--- src/rtl/dbtx_pkg.sv ---
package dbtx_pkg;

    localparam int MAX_DATA  = 9;
    localparam int MAX_FRAME = 1 + MAX_DATA + 1 + 2;
    localparam int LEN_W     = $clog2(MAX_FRAME + 1);

    typedef enum logic [2:0] {
        SZ_5 = 3'b000,
        SZ_6 = 3'b001,
        SZ_7 = 3'b010,
        SZ_8 = 3'b011,
        SZ_9 = 3'b111
    } size_e;

    typedef enum logic [1:0] {
        PAR_NONE = 2'b00,
        PAR_RSVD = 2'b01,
        PAR_EVEN = 2'b10,
        PAR_ODD  = 2'b11
    } par_e;

    typedef struct packed {
        logic       b9;
        logic [7:0] lo;
    } char_t;

    typedef struct packed {
        logic [MAX_FRAME-1:0] bits;
        logic [LEN_W-1:0]     len;
    } frame_t;

    function automatic int char_width(logic [2:0] sz);
        case (sz)
            SZ_5:    return 5;
            SZ_6:    return 6;
            SZ_7:    return 7;
            SZ_9:    return 9;
            default: return 8;
        endcase
    endfunction

    // Line order: bit 0 leaves first. Unused positions stay at mark level.
    function automatic frame_t build_frame(char_t c, logic [2:0] sz,
                                           logic [1:0] pm, logic stop2);
        frame_t     f;
        int         w;
        int         pos;
        logic [8:0] d;
        logic       p;
        w       = char_width(sz);
        d       = {c.b9, c.lo};
        f.bits  = '1;
        f.bits[0] = 1'b0;
        p       = (pm == PAR_ODD);
        for (int i = 0; i < MAX_DATA; i++) begin
            if (i < w) begin
                f.bits[i+1] = d[i];
                p           = p ^ d[i];
            end
        end
        pos = w + 1;
        if (pm == PAR_EVEN || pm == PAR_ODD) begin
            f.bits[pos[3:0]] = p;
            pos              = pos + 1;
        end
        pos   = pos + 1 + int'(stop2);
        f.len = LEN_W'(pos);
        return f;
    endfunction

endpackage

--- src/rtl/dbtx_holdbuf.sv ---
module dbtx_holdbuf
    import dbtx_pkg::*;
(
    input  logic       clk,
    input  logic       rst,
    input  logic       en_i,
    input  logic       wr_i,
    input  logic [7:0] wr_data_i,
    input  logic       b9_wr_i,
    input  logic       b9_i,
    input  logic       take_i,
    output logic       full_o,
    output char_t      char_o
);

    logic  full_q;
    logic  b9_q;
    char_t hold_q;
    logic  accept;

    assign accept = wr_i && en_i && !full_q;

    always_ff @(posedge clk) begin
        if (rst) begin
            full_q <= 1'b0;
            b9_q   <= 1'b0;
            hold_q <= '0;
        end else begin
            if (b9_wr_i)
                b9_q <= b9_i;
            if (accept) begin
                hold_q <= '{b9: b9_q, lo: wr_data_i};
                full_q <= 1'b1;
            end else if (take_i) begin
                full_q <= 1'b0;
            end
        end
    end

    assign full_o = full_q;
    assign char_o = hold_q;

    // a full buffer is neither overwritten nor lost until taken
    p_hold_stable_r2: assert property (@(posedge clk) disable iff (rst)
        full_q && !take_i |=> full_q && $stable(hold_q));

    // the shifter only takes from a full buffer
    p_take_needs_full_r3: assert property (@(posedge clk) disable iff (rst)
        take_i |-> full_q);

endmodule

--- src/rtl/dbtx_shifter.sv ---
module dbtx_shifter
    import dbtx_pkg::*;
#(
    parameter int TICKS_NORM = 16,
    parameter int TICKS_FAST = 8
) (
    input  logic       clk,
    input  logic       rst,
    input  logic       tick_i,
    input  logic       fast_i,
    input  logic       full_i,
    input  char_t      char_i,
    input  logic [2:0] size_i,
    input  logic [1:0] par_i,
    input  logic       stop2_i,
    output logic       take_o,
    output logic       busy_o,
    output logic       txd_o,
    output logic       frame_end_o
);

    localparam int TICKS_MAX = (TICKS_NORM > TICKS_FAST) ? TICKS_NORM : TICKS_FAST;
    localparam int CNT_W     = (TICKS_MAX > 2) ? $clog2(TICKS_MAX) : 1;

    logic                 busy_q;
    logic                 fast_q;
    logic [MAX_FRAME-1:0] sh_q;
    logic [LEN_W-1:0]     left_q;
    logic [CNT_W-1:0]     cnt_q;
    logic [CNT_W-1:0]     lim;
    logic                 bit_end;
    logic                 last_bit;
    frame_t               nxt;

    assign lim         = fast_q ? CNT_W'(TICKS_FAST - 1) : CNT_W'(TICKS_NORM - 1);
    assign bit_end     = busy_q && tick_i && (cnt_q == lim);
    assign last_bit    = (left_q == LEN_W'(1));
    assign frame_end_o = bit_end && last_bit;
    assign take_o      = full_i && (!busy_q || frame_end_o);
    assign nxt         = build_frame(char_i, size_i, par_i, stop2_i);

    always_ff @(posedge clk) begin
        if (rst) begin
            busy_q <= 1'b0;
            fast_q <= 1'b0;
            sh_q   <= '1;
            left_q <= '0;
            cnt_q  <= '0;
        end else if (take_o) begin
            busy_q <= 1'b1;
            fast_q <= fast_i;
            sh_q   <= nxt.bits;
            left_q <= nxt.len;
            cnt_q  <= '0;
        end else if (bit_end) begin
            cnt_q <= '0;
            if (last_bit) begin
                busy_q <= 1'b0;
            end else begin
                sh_q   <= {1'b1, sh_q[MAX_FRAME-1:1]};
                left_q <= left_q - LEN_W'(1);
            end
        end else if (busy_q && tick_i) begin
            cnt_q <= cnt_q + CNT_W'(1);
        end
    end

    assign busy_o = busy_q;
    assign txd_o  = !busy_q || sh_q[0];

    // every load begins with a low start bit
    p_start_bit_r4: assert property (@(posedge clk) disable iff (rst)
        take_o |=> !txd_o);

    // a frame holds between 7 and 13 bit slots
    p_frame_len_r6: assert property (@(posedge clk) disable iff (rst)
        take_o |=> (left_q >= LEN_W'(7)) && (left_q <= LEN_W'(MAX_FRAME)));

    // tick count within a bit never passes the selected limit
    p_cnt_bound_r8: assert property (@(posedge clk) disable iff (rst)
        busy_q |-> cnt_q <= lim);

    // without a tick, no progress in the frame
    p_tick_only_r8: assert property (@(posedge clk) disable iff (rst)
        busy_q && !tick_i && !take_o |=> $stable(cnt_q) && $stable(sh_q) && busy_q);

endmodule

--- src/rtl/dbtx_status.sv ---
module dbtx_status (
    input  logic clk,
    input  logic rst,
    input  logic frame_end_i,
    input  logic full_i,
    input  logic clr_i,
    input  logic ack_i,
    input  logic ie_empty_i,
    input  logic ie_done_i,
    output logic done_o,
    output logic irq_empty_o,
    output logic irq_done_o
);

    logic done_q;
    logic set_done;

    assign set_done = frame_end_i && !full_i;

    always_ff @(posedge clk) begin
        if (rst)
            done_q <= 1'b0;
        else if (set_done)
            done_q <= 1'b1;
        else if (clr_i || ack_i)
            done_q <= 1'b0;
    end

    assign done_o      = done_q;
    assign irq_empty_o = ie_empty_i && !full_i;
    assign irq_done_o  = ie_done_i && done_q;

    // the last stop bit with nothing pending raises done
    p_done_set_r9: assert property (@(posedge clk) disable iff (rst)
        frame_end_i && !full_i |=> done_q);

    // done never rises without a frame ending
    p_done_cause_r9: assert property (@(posedge clk) disable iff (rst)
        $rose(done_q) |-> $past(frame_end_i));

    // done holds until cleared or acknowledged
    p_done_hold_r10: assert property (@(posedge clk) disable iff (rst)
        done_q && !clr_i && !ack_i |=> done_q);

endmodule

--- src/rtl/dbuf_serial_tx.sv ---
module dbuf_serial_tx
    import dbtx_pkg::*;
#(
    parameter int TICKS_NORM = 16,
    parameter int TICKS_FAST = 8
) (
    input  logic       clk,
    input  logic       rst,
    input  logic       tick_i,
    input  logic       fast_i,
    input  logic       tx_en_i,
    input  logic       wr_i,
    input  logic [7:0] wr_data_i,
    input  logic       b9_wr_i,
    input  logic       b9_i,
    input  logic [2:0] size_i,
    input  logic [1:0] par_i,
    input  logic       stop2_i,
    input  logic       done_clr_i,
    input  logic       done_ack_i,
    input  logic       ie_empty_i,
    input  logic       ie_done_i,
    output logic       txd_o,
    output logic       line_active_o,
    output logic       buf_empty_o,
    output logic       done_o,
    output logic       irq_empty_o,
    output logic       irq_done_o
);

    logic  full;
    logic  take;
    logic  busy;
    logic  frame_end;
    char_t held;

    dbtx_holdbuf u_hold (
        .clk       (clk),
        .rst       (rst),
        .en_i      (tx_en_i),
        .wr_i      (wr_i),
        .wr_data_i (wr_data_i),
        .b9_wr_i   (b9_wr_i),
        .b9_i      (b9_i),
        .take_i    (take),
        .full_o    (full),
        .char_o    (held)
    );

    dbtx_shifter #(
        .TICKS_NORM (TICKS_NORM),
        .TICKS_FAST (TICKS_FAST)
    ) u_shift (
        .clk         (clk),
        .rst         (rst),
        .tick_i      (tick_i),
        .fast_i      (fast_i),
        .full_i      (full),
        .char_i      (held),
        .size_i      (size_i),
        .par_i       (par_i),
        .stop2_i     (stop2_i),
        .take_o      (take),
        .busy_o      (busy),
        .txd_o       (txd_o),
        .frame_end_o (frame_end)
    );

    dbtx_status u_stat (
        .clk         (clk),
        .rst         (rst),
        .frame_end_i (frame_end),
        .full_i      (full),
        .clr_i       (done_clr_i),
        .ack_i       (done_ack_i),
        .ie_empty_i  (ie_empty_i),
        .ie_done_i   (ie_done_i),
        .done_o      (done_o),
        .irq_empty_o (irq_empty_o),
        .irq_done_o  (irq_done_o)
    );

    assign buf_empty_o   = !full;
    assign line_active_o = tx_en_i || full || busy;

    // held data is always drained into the shifter, enabled or not
    p_drain_r12: assert property (@(posedge clk) disable iff (rst)
        full |=> busy);

endmodule

--- config.mk ---
export PLATFORM = sky130hd
export DESIGN_NAME = dbuf_serial_tx
export DESIGN_NICKNAME = d
export VERILOG_FILES = /design/src/rtl/dbtx_pkg.sv /design/src/rtl/dbtx_holdbuf.sv /design/src/rtl/dbtx_shifter.sv /design/src/rtl/dbtx_status.sv /design/src/rtl/dbuf_serial_tx.sv
export SDC_FILE = /design/constraint.sdc
export NUM_CORES = 1
export LEC_CHECK = 0
export BUFFER_PORTS_ARGS = -buffer_cell sky130_fd_sc_hd__buf_2
export CORE_MARGIN = 2
export CORE_UTILIZATION = 41
export CTS_CLUSTER_DIAMETER = 50
export DETAILED_ROUTE_END_ITERATION = 16
export MAX_ROUTING_LAYER = met4
export PLACE_DENSITY = 0.72
export SLEW_MARGIN = 20
export SYNTH_ARGS = -nofsm -noshare
export SYNTH_HDL_FRONTEND = slang
export SYNTH_SLANG_ARGS = --single-unit
--- constraint.sdc ---
create_clock -name clk -period 6.8 [get_ports clk]
set_input_delay 1.36 -clock clk [delete_from_list [all_inputs] [get_ports clk]]
set_output_delay 1.36 -clock clk [all_outputs]
set_load 0.03 [all_outputs]
==> results_dict.tcl, run 1 <==
set metrics [dict create \
    status "complete, no violations" \
    instances_no_fill 383 \
    synth_warnings 0 \
    max_stage_delay_ns 0.51 \
    finalHoldViolations 0 \
    pwr-share-comb_pct 23.0 \
    vias_per_cell 5.543 \
    ant_nets 0 \
    seq_area_frac_synth_pct 29.03 \
    grt_first_pass_wirelength_um 9128 \
    clk_pin_slew_ns 0.07 \
    r2r_start "u_shift.left_q[1]" \
    cts_tree "yes" \
    syn_inst 290 \
    relSlewSlack_pct 36.34 \
    max_freq_ghz 0.2802 \
    ir_drop_uv 106.5 \
    row_count 27 \
    multiInputGateArea_mm2 0.001524 \
    syn_area_per_cell_um2 8.323 \
    die_area_mm2 0.006517 \
    worstSetupStartpointType "primary input" \
    ios 32 \
    gp_congestion 0.8296 \
    synth_nets 326 \
    powerDensity_mw_per_mm2 189.0 \
    cts-hold-fix-buffers 0 \
    critical_path_class "primary input to register" \
    hold_path.class "register to register" \
    maxCapViolations 0 \
    synth_area_mm2 0.002414 \
    p_seq_share_pct 46.7 \
    path_buf_inv 2 \
    clkPwrFrac_pct 30.3 \
    area_growth_pct 7.465 \
    rsz0062_at_grt "false" \
    clock_latency_ns 0.29 \
    cts_root_buf "clkbuf_8" \
    maxSlewViolCount 0 \
    skew_ns 0.006444 \
    cts_buffers 5 \
    critPathTopFamily "compound AO/OA/AOI/OAI gates" \
    nets 347 \
    ys.flop_type "dfxtp_1" \
    placed_cells 376 \
    critical_path_required_ns 7.01 \
    p_leak_uw 0.0009890 \
    setup_ws_ns 3.231 \
    fillers 606 \
    power_uw 490.3 \
    power.internal_uw 334.9 \
    grt_usage_pct 18.40 \
    synth_edf_count 0 \
    grt_max_degree 34 \
    critPathSlowestCell "o21ai_0" \
    min_from "u_shift.sh_q[2]" \
    worst_slew_pin_slew_ns 0.9481 \
    antenna_found_initial 0 \
    wirelength_um 5265 \
    first_global_vias 2017 \
    initial_core_util_pct 43.04 \
    vias 2123 \
    first_pass_iters 4 \
    drtIter0Drc 163 \
    drt-wirelength-per-cell_um 13.75 \
    crit_arrival_ns 3.78 \
    portBuffers 31 \
    startpoint "size_i[2]" \
    ys_seq_elements 35 \
    n_antenna_cell 0 \
    drcViolationCount 0 \
    fin_tns_setup_ns 0 \
    crit_path_end_kind "register" \
    fin_crit_ns 3.569 \
    seqCellArea_um2 700.7 \
    core-area_mm2 0.005608 \
    cts_setup_buffers 0 \
    fp.dieH_um 80.73 \
    grt_overflow_total 0 \
    dieWidth_um 80.73 \
    cts-resized-gates 0 \
    hpwl_um 3847 \
    crit_chain "buf_2 > o21ai_0 > ha_1 > inv_1 > o32ai_1 > nand3_1 > xor2_1 > a211oi_1" \
    cts_buffer_depth 2 \
    worst-path-max-fanout 10 \
    htreeDepth 2 \
    final_util_pct 46.25 \
    min_period_over_period_pct 52.49 \
    netSwitchingPower_uw 155.4 \
    finalSetupViolCount 0 \
    synthArstFlopShare_pct 0 \
    clock-sinks 35 \
    synth_cell_types 51 \
    switching_share_pct 31.69 \
    place_ws_ns 2.914 \
    drive_above_1_share_pct 17.04 \
]
## stage by stage
stage	cell area, um^2	hold slack [ns]
after floorplan	2414	0.4072
after global placement	2511	0.4326
after detailed placement	2511	0.4398
after CTS	2594	0.4546
after global routing	2594	0.4693
final	2594	0.4517
## state kept, by name (all words and copies together) (netlist names)
register,count
u_hold.b9_q,1
u_shift.cnt_q,4
u_hold.char_o,9
u_stat.done_o,1
u_shift.left_q,4
u_shift.sh_q,13
u_shift.fast_q,1
u_hold.full_o,1
u_shift.busy_o,1
## final timing paths
path	slack, ns	cells past startpoint	to
min reg2reg	0.45	2	u_shift.sh_q[2]
min	0.45	2	u_shift.sh_q[2]
max	3.23	8	u_shift.left_q[3]
max reg2reg	4.14	8	u_shift.left_q[1]
## kinds of logic after synthesis
kind of cell / synth area share, %
buffers and inverters: 7.827
AND/OR/NAND/NOR: 26.08
multiplexers: 5.236
adder cells (fa/ha/maj): 5.184
AO/OA/AOI/OAI: 18.77
XOR/XNOR: 7.880
flip-flops: 29.03
## synthesized netlist by cell type, drive strengths merged, types with 2 or more instances
library cell   n  area share, %
nand2         36            5.6
dfxtp         35             29
nor2          26            4.0
a21oi         24            5.1
nor3          19            4.1
nand3         17            3.5
clkbuf        10            4.0
ha            10            5.2
xor2          10            3.6
a311o          9            3.9
inv            9            1.4
xnor2          9            3.3
buf            8            2.4
nor4b          8            2.9
mux2i          7            2.9
mux2           5            2.3
nor2b          5            1.3
o21ai          5            1.0
a211oi         4            1.2
o21a           4            1.2
a221oi         3            1.1
a41oi          3            1.4
or3            3           0.98
nand2b         2           0.52
o31ai          2           0.62
## power by group through the flow
| stage | combinational, uW | clock [uW] | sequential, uW |
|---|---|---|---|
| floorplan | 94.2 | 0 | 229 |
| global placement | 111 | 0 | 233 |
| detailed placement | 112 | 0 | 233 |
| CTS | 113 | 152 | 229 |
| global route | 126 | 162 | 231 |
| finish | 113 | 149 | 229 |
## worst reg2reg max path, delay by kind of cell (launching register included)
kind	cells	cell delay, ns
buffers and inverters	1	0.08
and+or+nand+nor	4	0.99
adders and majority gates	1	0.14
DFF	1	0.33
AOI/OAI and AO/OA	2	1.00
## cells in the final DEF, fill, tap and decap left out, types with 5 or more instances in the layout
master and n:
o21ai_0 5, nor3_1 18, nor4b_1 8, inv_1 9
nand3_1 17, buf_2 31, xor2_1 10, nand2_1 36
mux2i_1 7, dfxtp_1 35, clkbuf_8 5, nor2_1 26
a311o_1 5, ha_1 10, nor2b_1 5, a21oi_1 23
xnor2_1 9
## final cells by class
class                   count  area share, %
clock buffers               5          2.653
clock inverters             2         0.5306
inverters                   9          1.302
multi-input cells         228          58.76
flip-flops and latches     35          27.01
well taps                  72          3.473
repair buffers             32          6.271
## layer usage
| metal | track usage (%) | share of wire [%] | vias up | routed length [um] |
|---|---|---|---|---|
| li1 | - | - | 1087 | - |
| met1 | 22.05 | 46 | 984 | 2410 |
| met2 | 30.17 | 49 | 48 | 2596 |
| met3 | 3.933 | 3.8 | 4 | 200 |
| met4 | 7.288 | 1.1 | 0 | 57 |
| met5 | - | 0 | - | 0 |
Note: power is estimated with default switching activity, not from simulation.
==> inputs of run 2 (changes only) <==
- ABC_AREA: unset -> 1
- PLACE_DENSITY: 0.72 -> 0.75
- clock period: 6.8 -> 3.1 ns (I/O delays scaled with it)
==> run 2 against run 1 <==
Against the previous run:
- worst setup slack got worse by 2.6 ns
- critical endpoint is now u_shift.sh_q[5]
- wire length fell by 15%
- critical path type unchanged
- combinational power rose by 97%
- critical path depth rose by 12
- utilization rose by 1.8 points
- sequential share of layout area rose by 1.9 points
- die area fell by 12%
==> results_dict.tcl, run 2 <==
set metrics [dict create \
    critical_path_class "primary input to register" \
    netlist.area_leader.share_pct 33.10 \
    rsz0062_at_grt "false" \
    die_area_mm2 0.005754 \
    pwr-share-comb_pct 20.4 \
    p_leak_uw 0.001286 \
    n_antenna_cell 0 \
    switching_share_pct 30.60 \
    cts-resized-gates 0 \
    synth_top_cell_by_area "dfxtp_1" \
    critPathTopFamily "simple AND/OR/NAND/NOR gates" \
    grt_overflow_total 0 \
    final_util_pct 48.06 \
    largest_reg_flops 13 \
    synth_nets 366 \
    max_freq_ghz 0.3989 \
    area_growth_pct 14.48 \
    maxSlewViolCount 0 \
    critical_path_required_ns 3.28 \
    dieWidth_um 75.86 \
    finalSetupViolCount 0 \
    min_path_cells 2 \
    maxCapViolations 0 \
    clock-sinks 35 \
    synth_warnings 0 \
    ant_nets 0 \
    r2r_slack_ns 1.04 \
    cts-hold-fix-buffers 0 \
    clk_pin_slew_ns 0.07 \
    critPathSlowestCell "ha_1" \
    drtIter0Drc 167 \
    drive_above_1_share_pct 13.81 \
    synth.most_common_cell "nand2_1" \
    seq_area_frac_synth_pct 33.10 \
    powerDensity_mw_per_mm2 452.6 \
    min_to "u_shift.sh_q[12]" \
    status "complete, no violations" \
    synthTopCellsByCount "101 x nand2_1, 52 x inv_1, 35 x dfxtp_1, 27 x nor2_1, 27 x o21ai_0" \
    min_period_over_period_pct 80.87 \
    r2r_cells 11 \
    r2r_end "u_shift.sh_q[10]" \
    synth_edf_count 0 \
    antenna_found_initial 0 \
    vias 2078 \
    nets 397 \
    crit_path_end_kind "register" \
    final_cell_mix "101 x nand2_1, 52 x inv_1, 35 x dfxtp_1" \
    clkPwrFrac_pct 34.0 \
    cts_buffer_depth 2 \
    min_from "u_shift.sh_q[12]" \
    grt_first_pass_wirelength_um 7458 \
    htreeDepth 2 \
    ios 32 \
    relSlewSlack_pct 54.36 \
    crit_chain "buf_2 > nand2_1 > nand2_2 > inv_1 > o21ai_0 > inv_1 > ha_1 > nand3b_1 > nand2_1 > nor2_1 > nor2_1 > nand2_1 > nand2_1 > nand2_1 > nand2_2 > nand2_1 > nand2_1 > nand2_1 > nand2_1 > nand2_1" \
    row_count 26 \
    grt_max_degree 28 \
    fin_tns_setup_ns 0 \
    syn_area_per_cell_um2 6.415 \
    initial_core_util_pct 41.99 \
    gp_congestion 0.8812 \
    cts_buffers 5 \
    ir_drop_uv 359.4 \
    netSwitchingPower_uw 335.6 \
    ys_seq_elements 35 \
    r2r_start "u_shift.cnt_q[0]" \
    power.internal_uw 761.3 \
    cts_setup_buffers 0 \
    max_stage_delay_ns 0.24 \
    finalHoldViolations 0 \
    first_pass_iters 4 \
    syn_inst 330 \
    wirelength_um 4467 \
    cts_tree "yes" \
    fillers 525 \
    p_seq_share_pct 45.6 \
    portBuffers 31 \
    hold_path.class "register to register" \
    grt_usage_pct 17.22 \
    layout_commonest_cell "nand2_1" \
    hpwl_um 3308 \
    critPathMostFrequentCell "nand2_1" \
    synth_cell_types 29 \
    core-area_mm2 0.005042 \
    fin_crit_ns 2.507 \
    regMostFlops "u_shift.sh_q" \
    worstSetupStartpointType "primary input" \
    worst-path-max-fanout 8 \
    path_buf_inv 3 \
    ys.flop_type "dfxtp_1" \
    drt-wirelength-per-cell_um 10.34 \
    worst_slew_pin_slew_ns 0.6803 \
    synthTopCellsByArea "dfxtp_1 33%, nand2_1 18%, inv_1 9.2%" \
    synthArstFlopShare_pct 0 \
    cts_root_buf "clkbuf_8" \
    first_global_vias 1751 \
    fp.dieH_um 75.86 \
    skew_ns 0.002676 \
    vias_per_cell 4.810 \
    synth_area_mm2 0.002117 \
    drcViolationCount 0 \
    clock_latency_ns 0.28 \
    crit_arrival_ns 2.69 \
]
run 2: layout make-up:
class	instances	area, um^2	area share (%)
multi-input cells	233	1166	48.12
flip-flops and latches	35	700.7	28.91
inverters	54	202.7	8.363
repair buffers	32	162.7	6.711
clock buffers	7	96.34	3.975
well taps	70	87.58	3.614
clock inverters	1	7.507	0.3098
run 2: layer usage:
metal	wire [um]	track usage, %
met2	2110	27.78
met3	207	3.968
met4	65	5.068
met1	2084	21.43
met5	0	-
run 2: worst max path at each step:
stage | start | cells after the start | endpoint
floorplan | size_i[1] | 19 | u_shift.sh_q[7]
global placement | size_i[1] | 20 | u_shift.sh_q[4]
detailed placement | size_i[1] | 20 | u_shift.sh_q[4]
CTS | size_i[1] | 20 | u_shift.sh_q[7]
global route | size_i[1] | 20 | u_shift.sh_q[9]
finish | size_i[1] | 20 | u_shift.sh_q[5]
run 2: metrics by stage:
| stage | cells | power (uW) | hold WS [ns] | instance area [um^2] | setup WS [ns] |
|---|---|---|---|---|---|
| 2_1_floorplan | 330 | 679.5 | 0.4117 | 2117 | 0.7374 |
| 3_3_place_gp | 424 | 728.9 | 0.4257 | 2320 | 0.3223 |
| 3_5_place_dp | 424 | 733.7 | 0.4287 | 2320 | 0.3153 |
| 4_1_cts | 432 | 1107 | 0.4475 | 2424 | 0.6109 |
| 5_1_grt | 432 | 1161 | 0.4767 | 2424 | 0.2846 |
| 6_report | 432 | 1097 | 0.4432 | 2424 | 0.5929 |
run 2: tightest hold or removal path, stage by stage, from the launching register on:
cell and delay [ns]:
dfxtp_1 0.31, inv_1 0.04, nand3_1 0.06
run 2: power groups by stage:
stage / registers (uW) / logic, uW / clock network (uW)
CTS: 500 / 225 / 382
global route: 504 / 258 / 398
finish: 500 / 223 / 373
detailed placement: 511 / 223 / 0
global placement: 509 / 220 / 0
floorplan: 505 / 175 / 0
run 2: cells by family after synthesis:
family	synth area share (%)
XOR/XNOR	3.724
AO/OA/AOI/OAI	14.66
adder cells (fa/ha/maj)	5.910
buffers and inverters	11.82
flip-flops	33.10
AND/OR/NAND/NOR	30.79
==> inputs of run 3 (changes only) <==
- clock period: 3.1 -> 2.2 ns (I/O delays scaled with it)
==> run 3 against run 2 <==
Against the previous run:
- clock-buffer cell count stayed put
- cell area increased by 7.0%
- flip-flop and latch count unchanged
- utilization increased by 3.3 points
- final cell count grew 4.6%
- total power is 39% higher
- worst hold slack lost 0.098 ns
==> results_dict.tcl, run 3 (same netlist as run 2, synthesis figures left out) <==
set metrics [dict create \
    grt_overflow_total 0 \
    dieWidth_um 75.86 \
    hold_path.class "primary input to register" \
    crit_arrival_ns 2.19 \
    crit_path_end_kind "register" \
    ir_drop_uv 451.5 \
    grt_busiest_layer "met2" \
    fp.dieH_um 75.86 \
    worst-path-max-fanout 8 \
    drtIter0Drc 83 \
    final_cell_mix "97 x nand2_1, 50 x inv_1, 35 x dfxtp_1" \
    layout_commonest_cell "nand2_1" \
    ant_nets 0 \
    ios 32 \
    clock_latency_ns 0.28 \
    finalHoldViolations 0 \
    powerDensity_mw_per_mm2 588.3 \
    setup_ws_ns 0.1979 \
    drt-wirelength-per-cell_um 10.30 \
    finalSetupViolCount 0 \
    gp_congestion 0.9027 \
    clock-sinks 35 \
    vias 2121 \
    row_count 26 \
    hpwl_um 3451 \
    grt_first_pass_wirelength_um 7900 \
    max_freq_ghz 0.4995 \
    clk_pin_slew_ns 0.07 \
    cts_root_buf "clkbuf_8" \
    maxCapViolations 0 \
    crit_chain "buf_4 > nand2_2 > nand2_2 > inv_1 > o21ai_2 > inv_1 > ha_2 > nand3b_1 > nand2_2 > nor2_1 > nor2_1 > nand2_1 > nand2_1 > nand2_1 > nand2_4 > nand2_1 > nand2_1 > nand2_1 > nand2_1 > nand2_1" \
    portBuffers 31 \
    power_uw 1525 \
    vias_per_cell 4.692 \
    skew_ns 0.006567 \
    nets 417 \
    maxSlewViolCount 0 \
    first_pass_iters 4 \
    fin_crit_ns 2.002 \
    drive_above_1_share_pct 20.42 \
    cts_buffers 5 \
    p_leak_uw 0.001379 \
    worst_slew_pin_slew_ns 0.3686 \
    grt_usage_pct 18.24 \
    worstSetupStartpointType "primary input" \
    max_stage_delay_ns 0.22 \
    die_area_mm2 0.005754 \
    met2_usage_pct 31.32 \
    critical_path_required_ns 2.38 \
    htreeDepth 2 \
    antenna_found_initial 0 \
    area_growth_pct 22.46 \
    met3_usage_pct 3.571 \
    relSlewSlack_pct 75.17 \
    critPathMostFrequentCell "nand2_1" \
    drcViolationCount 0 \
    n_antenna_cell 0 \
    critPathTopFamily "simple AND/OR/NAND/NOR gates" \
    critical_path_class "primary input to register" \
    min_period_over_period_pct 91.00 \
    core-area_mm2 0.005042 \
    place_ws_ns -0.2384 \
    grt_util_met1_pct 21.99 \
    initial_core_util_pct 41.99 \
    wirelength_um 4657 \
    status "complete, no violations" \
    path_buf_inv 3 \
    cts-hold-fix-buffers 0 \
    largest_reg_flops 13 \
    regMostFlops "u_shift.sh_q" \
    cts_buffer_depth 2 \
    grt_max_degree 28 \
    critPathSlowestCell "nand3b_1" \
    first_global_vias 1868 \
    cts_tree "yes" \
]
[run 3: worst paths after layout]
check | slack, ns | startpoint | cells past startpoint | endpoint
hold / removal | 0.34 | b9_wr_i | 2 | u_hold.b9_q
setup reg to reg | 0.32 | u_shift.cnt_q[0] | 10 | u_shift.cnt_q[1]
hold reg to reg | 0.47 | u_shift.sh_q[12] | 2 | u_shift.sh_q[12]
setup / recovery | 0.20 | size_i[0] | 20 | u_shift.sh_q[4]
[run 3: where the power goes]
group / internal, uW / switching [uW]
clock network: 222 / 228
logic: 149 / 220
registers: 676 / 29.8
total: 1050 / 478
[run 3: repair_timing]
| action | CTS | global route |
|---|---|---|
| endpoints found under the setup margin | 0 | 10 |
| gates resized for setup | 0 | 16 |
| buffers inserted | 0 | 1 |
[run 3: cell type report]
class                      count  area, um^2
clock buffer                   7       76.32
clock inverter                 1       5.005
fill                         480        2450
inverter                      54       202.7
multi-input combinational    233        1200
sequential                    35       700.7
tap                           70       87.58
timing repair buffer          52       320.3
[run 3: routing by layer]
| metal | share of wire [%] | wire length, um |
|---|---|---|
| met5 | 0 | 0 |
| met4 | 1.2 | 55 |
| met3 | 4.0 | 187 |
| met2 | 48 | 2246 |
| met1 | 47 | 2168 |
[run 3: worst reg2reg max path, delay by kind of cell, from the launching register on]
kind | cells | cell delay [ns]
AND/OR/NAND/NOR | 6 | 0.74
flip-flops | 1 | 0.37
adder cells (fa/ha/maj) | 1 | 0.16
buffers and inverters | 1 | 0.26
AO/OA/AOI/OAI | 2 | 0.23
[run 3: stage by stage]
step           util [%]  instance area [um^2]  std cells  hold WS [ns]  setup TNS (ns)
6_report          51.41                  2592        452        0.3448               0
2_1_floorplan         -                  2117        330        0.4117               0
5_1_grt           51.41                  2592        452        0.3516        -0.04326
3_5_place_dp      48.83                  2462        443        0.4394          -2.133
4_1_cts           50.45                  2544        451        0.3396               0
3_3_place_gp      48.83                  2462        443        0.4247          -1.074
